[config.mk]
export PLATFORM = sky130hd
export DESIGN_NAME = oc_eac_addsub
export DESIGN_NICKNAME = d
export VERILOG_FILES = /design/src/rtl/oc_pkg.sv /design/src/rtl/oc_cond_invert.sv /design/src/rtl/oc_first_adder.sv /design/src/rtl/oc_eac_incr.sv /design/src/rtl/oc_ovf_judge.sv /design/src/rtl/oc_eac_addsub.sv
export SDC_FILE = /design/constraint.sdc
export NUM_CORES = 1
export LEC_CHECK = 0
export BUFFER_PORTS_ARGS = -buffer_cell sky130_fd_sc_hd__buf_2
export CELL_PAD_IN_SITES_DETAIL_PLACEMENT = 1
export CELL_PAD_IN_SITES_GLOBAL_PLACEMENT = 1
export CORE_MARGIN = 2
export CORE_UTILIZATION = 29
export DETAILED_ROUTE_END_ITERATION = 10
export PLACE_DENSITY_LB_ADDON = 0.1
export SLEW_MARGIN = 20
export SYNTH_ARGS = -nofsm -noshare
export SYNTH_HDL_FRONTEND = slang
export SYNTH_SLANG_ARGS = --single-unit
export TNS_END_PERCENT = 5
[constraint.sdc]
create_clock -name vclk -period 7.55
set_input_delay 1.51 -clock vclk [all_inputs]
set_output_delay 1.51 -clock vclk [all_outputs]
set_load 0.02 [all_outputs]
[src/rtl/oc_pkg.sv]
package oc_pkg;

   typedef enum logic [0:0] {
      OC_RIPPLE = 1'b0,
      OC_PREFIX = 1'b1
   } adder_kind_e;

endpackage

[src/rtl/oc_cond_invert.sv]
module oc_cond_invert #(
   parameter int WIDTH = 8
) (
   input  logic [WIDTH-1:0] din,
   input  logic             inv,
   output logic [WIDTH-1:0] dout
);
   for (genvar i = 0; i < WIDTH; i++) begin : g_bit
      assign dout[i] = din[i] ^ inv;
   end
endmodule

[src/rtl/oc_first_adder.sv]
module oc_first_adder
   import oc_pkg::*;
#(
   parameter int          WIDTH = 8,
   parameter adder_kind_e KIND  = OC_RIPPLE
) (
   input  logic [WIDTH-1:0] x,
   input  logic [WIDTH-1:0] y,
   output logic [WIDTH-1:0] sum,
   output logic             cout
);
   localparam int LEVELS = (WIDTH > 1) ? $clog2(WIDTH) : 1;

   logic [WIDTH-1:0] gen_b;
   logic [WIDTH-1:0] prp_b;
   logic [WIDTH:0]   carry;

   for (genvar i = 0; i < WIDTH; i++) begin : g_pg
      assign gen_b[i] = x[i] & y[i];
      assign prp_b[i] = x[i] ^ y[i];
   end

   assign carry[0] = 1'b0;

   if (KIND == OC_RIPPLE) begin : g_ripple
      for (genvar i = 0; i < WIDTH; i++) begin : g_stage
         assign carry[i+1] = gen_b[i] | (prp_b[i] & carry[i]);
      end
   end else begin : g_prefix
      logic [WIDTH-1:0] gg [0:LEVELS];
      logic [WIDTH-1:0] pp [0:LEVELS];
      assign gg[0] = gen_b;
      assign pp[0] = prp_b;
      for (genvar lv = 1; lv <= LEVELS; lv++) begin : g_level
         localparam int DIST = 1 << (lv - 1);
         for (genvar i = 0; i < WIDTH; i++) begin : g_node
            if (i >= DIST) begin : g_merge
               assign gg[lv][i] = gg[lv-1][i] | (pp[lv-1][i] & gg[lv-1][i-DIST]);
               assign pp[lv][i] = pp[lv-1][i] & pp[lv-1][i-DIST];
            end else begin : g_pass
               assign gg[lv][i] = gg[lv-1][i];
               assign pp[lv][i] = pp[lv-1][i];
            end
         end
      end
      for (genvar i = 0; i < WIDTH; i++) begin : g_cout
         assign carry[i+1] = gg[LEVELS][i];
      end
   end

   for (genvar i = 0; i < WIDTH; i++) begin : g_sum
      assign sum[i] = prp_b[i] ^ carry[i];
   end
   assign cout = carry[WIDTH];
endmodule

[src/rtl/oc_eac_incr.sv]
module oc_eac_incr #(
   parameter int WIDTH = 8
) (
   input  logic [WIDTH-1:0] part,
   input  logic             en,
   output logic [WIDTH-1:0] fixed,
   output logic             spill
);
   logic [WIDTH:0] chain;
   assign chain[0] = en;
   for (genvar i = 0; i < WIDTH; i++) begin : g_inc
      assign fixed[i]   = part[i] ^ chain[i];
      assign chain[i+1] = part[i] & chain[i];
   end
   assign spill = chain[WIDTH];
endmodule

[src/rtl/oc_ovf_judge.sv]
module oc_ovf_judge #(
   parameter int WIDTH = 8
) (
   input  logic [WIDTH-1:0] lhs,
   input  logic [WIDTH-1:0] rhs,
   input  logic [WIDTH-1:0] res,
   output logic             ovf
);
   localparam int SB = WIDTH - 1;
   logic same_sign;
   assign same_sign = ~(lhs[SB] ^ rhs[SB]);
   assign ovf       = same_sign & (res[SB] ^ lhs[SB]);
endmodule

[src/rtl/oc_eac_addsub.sv]
module oc_eac_addsub
   import oc_pkg::*;
#(
   parameter int          WIDTH      = 8,
   parameter adder_kind_e ADDER_KIND = OC_RIPPLE
) (
   input  logic [WIDTH-1:0] op_a,
   input  logic [WIDTH-1:0] op_b,
   input  logic             sub_en,
   output logic [WIDTH-1:0] result,
   output logic             overflow
);
   if (WIDTH < 2) begin : g_bad_width
      $error("oc_eac_addsub: WIDTH must be at least 2");
   end

   logic [WIDTH-1:0] b_eff;
   logic [WIDTH-1:0] part_sum;
   logic             part_cout;
   logic             incr_spill;

   oc_cond_invert #(.WIDTH(WIDTH)) u_inv (
      .din (op_b),
      .inv (sub_en),
      .dout(b_eff)
   );

   oc_first_adder #(.WIDTH(WIDTH), .KIND(ADDER_KIND)) u_add (
      .x   (op_a),
      .y   (b_eff),
      .sum (part_sum),
      .cout(part_cout)
   );

   oc_eac_incr #(.WIDTH(WIDTH)) u_eac (
      .part (part_sum),
      .en   (part_cout),
      .fixed(result),
      .spill(incr_spill)
   );

   oc_ovf_judge #(.WIDTH(WIDTH)) u_ovf (
      .lhs(op_a),
      .rhs(b_eff),
      .res(result),
      .ovf(overflow)
   );
endmodule

## Word-level counts from Yosys, hierarchy flattened

Cells that the tools add are included.

| storage, ports and cells | value |
|---|---|
| word-level logic and storage cells | 63 |
| register bits after elaboration | 0 |
| output and inout port bits | 9 |
| bits of input ports | 17 |

| cells by class | value |
|---|---|
| bitwise operators | 63 |

Operators by type and width:

| cell | count |
|---|---|
| XOR 1 bit | 32 |
| AND 1 bit | 23 |
| bitwise OR 1 bit | 7 |
| NOT 1 bit | 1 |

## Longest topological paths before layout

Gate-level depths: netlist of run 1.

| logic depth | value |
|---|---|
| depth in word-level cells | 26 |
| depth in mapped cells | 21 |
| gate-level depth less buffers | 20 |

## By module

From an unflattened synthesis of run 1, not the netlist that was laid out.

| unflattened totals | value |
|---|---|
| cells, all modules | 33 |
| area, all modules | 375.4 um^2 |

By module, submodules not included:

| module | sequential area each (um^2) | area each (um^2) | cells an instance | instances |
|---|---|---|---|---|
| oc_first_adder | 0.0 | 171.4 | 13 | 1 |
| oc_eac_incr | 0.0 | 100.1 | 8 | 1 |
| oc_cond_invert | 0.0 | 81.3 | 9 | 1 |
| oc_ovf_judge | 0.0 | 22.5 | 3 | 1 |

## Least setup slack after synthesis of run 1

Ideal clock, no wire load.

| path | value |
|---|---|
| kind | input to output |
| start point | input sub_en |
| end point | output overflow |
| data arrival time | 6.413 ns |
| path buffers | 1 |
| required time | 6.040 ns |
| path slack | -0.373 ns |
| stages on the path | 21 |
| cells stage by stage | buf_2 > xor2_1 > ha_1 > fa_1 > fa_1 > fa_1 > fa_1 > fa_1 > inv_1 > fa_1 > inv_1 > fa_1 > ha_1 > ha_1 > ha_1 > ha_1 > ha_1 > ha_1 > ha_1 > xor2_2 > mux2_4 |

| on the way | value |
|---|---|
| longest elaborated chain between the ends | 26 |
| elaborated cells on any way between the ends | 56 |
| classes of those cells | bitwise: 56 |

RTL lines:

| what | RTL line | RTL |
|---|---|---|
| start, declared | oc_eac_addsub.sv:9 | `input logic sub_en,` |
| XOR 1 bit | oc_cond_invert.sv:9 | `assign dout[i] = din[i] ^ inv;` |
| XOR 1 bit or AND 1 bit (tied branches) | oc_first_adder.sv:20, oc_first_adder.sv:19 |  |
| AND 1 bit | oc_first_adder.sv:27 | `assign carry[i+1] = gen_b[i] \| (prp_b[i] & carry[i]);` |
| bitwise OR 1 bit | oc_first_adder.sv:27 |  |
| AND 1 bit | oc_first_adder.sv:27 |  |
| bitwise OR 1 bit | oc_first_adder.sv:27 |  |
| AND 1 bit | oc_first_adder.sv:27 |  |
| bitwise OR 1 bit | oc_first_adder.sv:27 |  |
| [... 5 more ...] | - |  |
| bitwise OR 1 bit | oc_first_adder.sv:27 |  |
| AND 1 bit | oc_first_adder.sv:27 |  |
| bitwise OR 1 bit | oc_first_adder.sv:27 |  |
| AND 1 bit (7 in a row) | oc_eac_incr.sv:13 | `assign chain[i+1] = part[i] & chain[i];` |
| XOR 1 bit (*) | oc_eac_incr.sv:12 | `assign fixed[i] = part[i] ^ chain[i];` |
| net result[7] | oc_eac_addsub.sv:10 | `output logic [WIDTH-1:0] result,` |
| XOR 1 bit (*) | oc_ovf_judge.sv:12 | `assign ovf = same_sign & (res[SB] ^ lhs[SB]);` |
| AND 1 bit (*) | oc_ovf_judge.sv:12 |  |
| end, declared | oc_eac_addsub.sv:11 | `output logic overflow` |

The timed path passes the listed nets; every way through them passes the cells marked *.

## Worst setup path in the final report of run 1

| path | value |
|---|---|
| start point | input sub_en |
| end point | output overflow |

| on the way | value |
|---|---|
| longest elaborated chain between the ends | 26 |
| elaborated cells on any way between the ends | 56 |
| classes of those cells | bitwise: 56 |

RTL lines:

| what | RTL line |
|---|---|
| XOR 1 bit | oc_cond_invert.sv:9 |
| XOR 1 bit or AND 1 bit (tied branches) | oc_first_adder.sv:20, oc_first_adder.sv:19 |
| AND 1 bit | oc_first_adder.sv:27 |
| bitwise OR 1 bit | oc_first_adder.sv:27 |
| AND 1 bit | oc_first_adder.sv:27 |
| bitwise OR 1 bit | oc_first_adder.sv:27 |
| AND 1 bit | oc_first_adder.sv:27 |
| bitwise OR 1 bit | oc_first_adder.sv:27 |
| [... 4 more ...] | - |
| AND 1 bit | oc_first_adder.sv:27 |
| bitwise OR 1 bit | oc_first_adder.sv:27 |
| AND 1 bit | oc_first_adder.sv:27 |
| bitwise OR 1 bit | oc_first_adder.sv:27 |
| AND 1 bit (7 in a row) | oc_eac_incr.sv:13 |
| XOR 1 bit | oc_eac_incr.sv:12 |
| XOR 1 bit | oc_ovf_judge.sv:12 |
| AND 1 bit (*) | oc_ovf_judge.sv:12 |

Mark *: on every way between the ends. The rest lies on a longest branch, timed or not.

==> summary.txt, run 1 <==
STA
  – Final hold violation count: 0
  – Slew @ Worst Pin: 0.263 ns
  – Achievable Freq: 132 MHz
  – Final period utilization: 101%
  – Minimum clock period: between 7 and 8 ns
  – Slack of the critical path: -0.0516 ns
  – Final setup viols: 1
  – Slew HR: 82.4%
  – Final Max Slew Viols: 0
  – Hold slack: 3.52 ns
  – RSZ-0062 raised after global routing: yes

Drt
  – DR pass1 iterations: 1
  – DR WL/cell: 9.91 um
  – DRT Wirelength: 743 um
  – Post-DRT Antenna Nets: 0
  – Via count: 311
  – # DRC: 0
  – Vias/cell: 4.15
  – DR iter-0 viols: 0

Placement
  – Setup WS pre-CTS: -0.263 ns
  – GP Congestion: ~0.68
  – Area after DPL: 579 um^2
  – Dpl hpwl: ~710 um
  – Number of buffers inserted by port buffering: 26

Power
  – Pwr dens: 148 mW/mm^2
  – Lkg Pwr: around 0.3 nW
  – Max VDD drop: 80.1 uV

Setup path
  – Crit-path max FO: 4
  – Data arrival, critical path: 6.09 ns
  – Crit path required time: 6.04 ns
  – Setup CP Type: in2out
  – Worst Setup Start Kind: input pin
  – Endpoint class of the critical path: output pin

Synth
  – Synth top area cells: fa_1, ha_1, xor2_1, xor2_2, inv_1
  – Syn Area/Cell: ~12 um^2
  – Synth Instances: 33
  – Post-synthesis cell type count: 10
  – Ys Warns: 0
  – Most area-hungry cell type in the Yosys netlist: fa_1
  – Post-Syn Nets: 66
  – Post-synthesis sequential area ratio: 0%
  – Share of the synthesized area in the top cell type: 36.5%
  – Synthesized area: 384 um^2

Hold path
  – Worst Hold Path EP: overflow
  – Hold Path Depth: 4
  – Hold WC Path Type: in2out
  – Min-delay src: op_a[7]

Finish
  – N_diodes: 0
  – Final net count: 95
  – Share of cells above drive strength 1: 71.7%
  – CLK BUF: 0
  – # fillers: 143
  – Multi-input gate area: 425 um^2
  – Final Util: 48.1%
  – Flip-flop and latch count: 0
  – Area grow syn2layout: 59.0%
  – Design area: 611 um^2
  – Seq. cell area: 0 um^2

Outcome
  – Failing checks: negative setup slack
  – Outcome: complete, but fails checks

Global routing
  – GR Overflow Total: 0
  – Pin count of the biggest net entering global routing: 6
  – Initial antenna violation count: 0
  – Global Route Usage Sum: 9.92%
  – Global-route wire length before repair: between 1 and 1.5 mm
  – Vias in the first global route: between 200 and 300

Floorplanning
  – Die Area: 0.00163 mm^2
  – Row cnt: 13
  – Die Y: 40.4 um
  – Total I/O pin count: 26
  – Initial cell density of the core: a little over 30%
  – Area of the core: between 0.001 and 0.0015 mm^2
  – Die width: 40.4 um

CTS
  – Post-CTS setup buffers: 0
  – Cts hold-fix bufs: 0

Job
  – Max Cap Violations: 0
[cell usage in the layout (no fill, tap or decap), drive strengths merged]
cell / n
buf: 28
ha: 9
nor2b: 1
xnor2: 1
fa: 7
xor2: 8
inv: 4
mux2: 1
nor2: 1
[through the flow]
stage | power (W) | std cells | setup TNS (ns)
finish | 0.0000905 | 75 | -0.0516
global route | 0.000101 | 75 | -0.192
CTS | 0.0000868 | 75 | -0.265
detailed placement | 0.0000863 | 75 | -0.263
global placement | 0.0000848 | 75 | -0.250
floorplan | 0.0000666 | 33 | -0.0758
[worst max path at each step]
stage	from	to	slack, ns	depth (start not counted)
3_5_place_dp	sub_en	overflow	-0.26	22
4_1_cts	sub_en	overflow	-0.27	22
5_1_grt	sub_en	overflow	-0.19	22
3_3_place_gp	sub_en	overflow	-0.25	22
6_report	sub_en	overflow	-0.05	22
2_1_floorplan	sub_en	overflow	-0.08	21
[synthesized netlist by cell type]
library cell,number
buf_2,1
fa_1,7
ha_1,9
inv_1,4
mux2_4,1
nor2_1,1
nor2b_1,1
xnor2_1,1
xor2_1,7
xor2_2,1
[layer usage]
layer / wire, um / track usage [%] / vias to the layer above
met5: 0 / 0 / -
met4: 0 / 0 / 0
met3: 49 / 0 / 0
met2: 367 / 17.5 / 16
met1: 326 / 14.3 / 139
li1: - / - / 156
[kinds of logic (layout without fill, tap and decap cells)]
group | Yosys count | after routing | synth area share (%)
xor gates and xnor gates | 9 | 9 | 22.5
adders and majority gates | 16 | 16 | 65.8
buffers and inverters | 5 | 32 | 5.21
muxes | 1 | 1 | 3.91
and+or+nand+nor | 2 | 2 | 2.61
[worst max-delay path: stages]
cell	delay (ns)
buf_2	0.14
xor2_1	0.17
ha_2	0.18
fa_2	0.33
fa_2	0.35
fa_2	0.35
fa_2	0.35
fa_2	0.34
inv_2	0.06
fa_1	0.14
inv_1	0.05
fa_2	0.32
ha_2	0.17
ha_1	0.18
ha_1	0.18
ha_2	0.17
ha_2	0.18
ha_4	0.16
ha_4	0.17
xor2_4	0.14
mux2_4	0.32
buf_6	0.13
[power by group]
group | total, W | internal, W | switching [W]
logic | 0.0000905 | 0.0000391 | 0.0000514
clock network | 0 | 0 | 0
registers | 0 | 0 | 0
[cell type report]
class	instances	share of cell area, %
multi-input cells	28	69.7
well taps	15	3.07
inverters	4	2.46
repair buffers	28	24.8
[timing repair]
action,CTS,global route
hold endpoints to repair,0,0
endpoints found under the setup margin,1,3
cloned,0,0
gates resized for setup,0,10
(Power assumes the default switching activity.)
==> run 2, diff against run 1 <==
Settings changed: CAP_MARGIN set to 20, GPL_ROUTABILITY_DRIVEN set to 0, SKIP_LAST_GASP set to 1.
==> run 2 against run 1 <==
  * The flow still finishes with violations (negative setup slack)
  * Global-route usage did not move
  * First-iteration DRC count stayed put
  * Flip-flop and latch count is the same
  * Setup slack got worse by 0.080 ns
  * Worst hold slack gained 0.013 ns
  * Final area is 3.5% lower
  * Routed wire length shrank 2.8%
  * Largest power group unchanged
  * Combinational power fell by 4.2%
==> summary.txt, run 2 (synthesis gave the netlist of run 1 again) <==
Setup path
  – Crit-path max FO: 4
  – Worst Setup Start Kind: input pin
  – Endpoint class of the critical path: output pin
  – CP dominant cell by count: fa_2
  – CP delay by family, top: adder cells
  – CP Launch Point: sub_en
  – Crit path required time: around 6.0 ns
  – Data arrival, critical path: slightly above 6 ns
  – Buf+Inv Stages, Crit Path: 4
  – CP Cell Sequence: buf_2, xor2_1, ha_1, fa_2, fa_2, fa_2, fa_2, fa_2, inv_2, fa_1, inv_1, fa_2, ha_2, ha_1, ha_1, ha_1, ha_1, ha_2, ha_4, xor2_4, mux2_4, buf_4
  – Max incr delay on CP: 0.35 ns
  – Setup CP Type: in2out
  – Slowest stage cell, crit path: fa_2

Outcome
  – Outcome: complete, but fails checks
  – Failing checks: negative setup slack

Drt
  – DR iter-0 viols: 0
  – Via count: 312
  – DRT Wirelength: 722 um
  – Vias/cell: 4.16
  – DR pass1 iterations: 1
  – # DRC: 0
  – Post-DRT Antenna Nets: 0
  – DR WL/cell: 9.63 um

STA
  – Achievable Freq: 130 MHz
  – RSZ-0062 raised after global routing: yes
  – Minimum clock period: 7.68 ns
  – Slew HR: 82.4%
  – Hold slack: approximately 3.5 ns
  – Slack of the critical path: -0.132 ns
  – Final hold violation count: 0
  – Final period utilization: 102%
  – Slew @ Worst Pin: 0.263 ns
  – Final setup viols: 1
  – Final Max Slew Viols: 0

Global routing
  – GR Overflow Total: 0
  – Vias in the first global route: 290
  – Pin count of the biggest net entering global routing: 6
  – Global Route Usage Sum: 9.92%
  – Initial antenna violation count: 0
  – Global-route wire length before repair: 1.13 mm

Floorplanning
  – Die Y: 40.4 um
  – Row cnt: 13
  – Initial cell density of the core: slightly above 30%
  – Area of the core: 0.00127 mm^2
  – Die Area: 0.00163 mm^2
  – Die width: approximately 40 um
  – Total I/O pin count: 26

Power
  – Flop pwr share: 0%
  – Comb pwr share: 100.0%
  – Max VDD drop: between 70 and 80 uV
  – Int Power: 0.0000367 W
  – Total power: 0.0000867 W
  – Pwr dens: between 100 and 150 mW/mm^2
  – P_sw: ~0.00005 W
  – Clock power frac: 0%
  – Lkg Pwr: 0.305 nW
  – Switching Fraction: 57.6%

Finish
  – Flip-flop and latch count: 0
  – Final net count: 95
  – Most frequent cells in the layout: buf_2, xor2_1, fa_2, ha_1
  – N_diodes: 0
  – Most common cell after layout, fill and taps aside: buf_2
  – Share of cells above drive strength 1: 66.7%
  – CLK BUF: 0
  – Area grow syn2layout: 53.4%
  – Seq. cell area: 0 um^2
  – Design area: 589 um^2

CTS
  – Post-CTS setup buffers: 0

Placement
  – Area after DPL: a little under 600 um^2
  – Number of buffers inserted by port buffering: 26
  – Dpl hpwl: 714 um

Job
  – Max Cap Violations: 0

Hold path
  – Hold WC Path Type: in2out
  – Min-delay src: op_a[7]
run 2: metal layers:
metal | global-route usage [%] | up-vias | wire [um]
met4 | 0 | 0 | 0
met3 | 0 | 0 | 51
li1 | - | 156 | -
met1 | 14.3 | 140 | 310
met2 | 17.5 | 16 | 360
met5 | 0 | - | 0
run 2: cell type report:
class | count | area, um^2
Fill cell | 148 | 679
Timing Repair Buffer | 28 | 148
Tap cell | 15 | 18.8
Inverter | 4 | 15.0
Multi-Input combinational cell | 28 | 408
run 2: final timing paths:
check | endpoint | slack [ns] | cells after the start
setup / recovery | overflow | -0.13 | 22
hold / removal | overflow | 3.53 | 4
run 2: tightest hold or removal path: cells and delay by family:
family	cells	cell delay, ns
buf+inv	2	0.26
mux	1	0.15
simple gates	1	0.10
run 2: metrics by stage:
step | instances | TNS, ns | worst slack [ns] | util [%]
after floorplan | 33 | -0.0758 | -0.0758 | -
after global placement | 75 | -0.250 | -0.250 | 45.7
after detailed placement | 75 | -0.263 | -0.263 | 45.7
after CTS | 75 | -0.265 | -0.265 | 45.7
after global routing | 75 | -0.295 | -0.289 | 46.4
final | 75 | -0.132 | -0.132 | 46.4
run 2: power groups by stage:
stage	sequential [W]	combinational [W]	clock [W]
2_1_floorplan	0	0.0000666	0
3_3_place_gp	0	0.0000848	0
3_5_place_dp	0	0.0000863	0
4_1_cts	0	0.0000868	0
5_1_grt	0	0.0000963	0
6_report	0	0.0000867	0
run 2: timing repair:
item,in CTS,in global routing
hold buffers,0,0
endpoints found under the setup margin,1,3
gates resized for setup,0,5
cloned,0,0
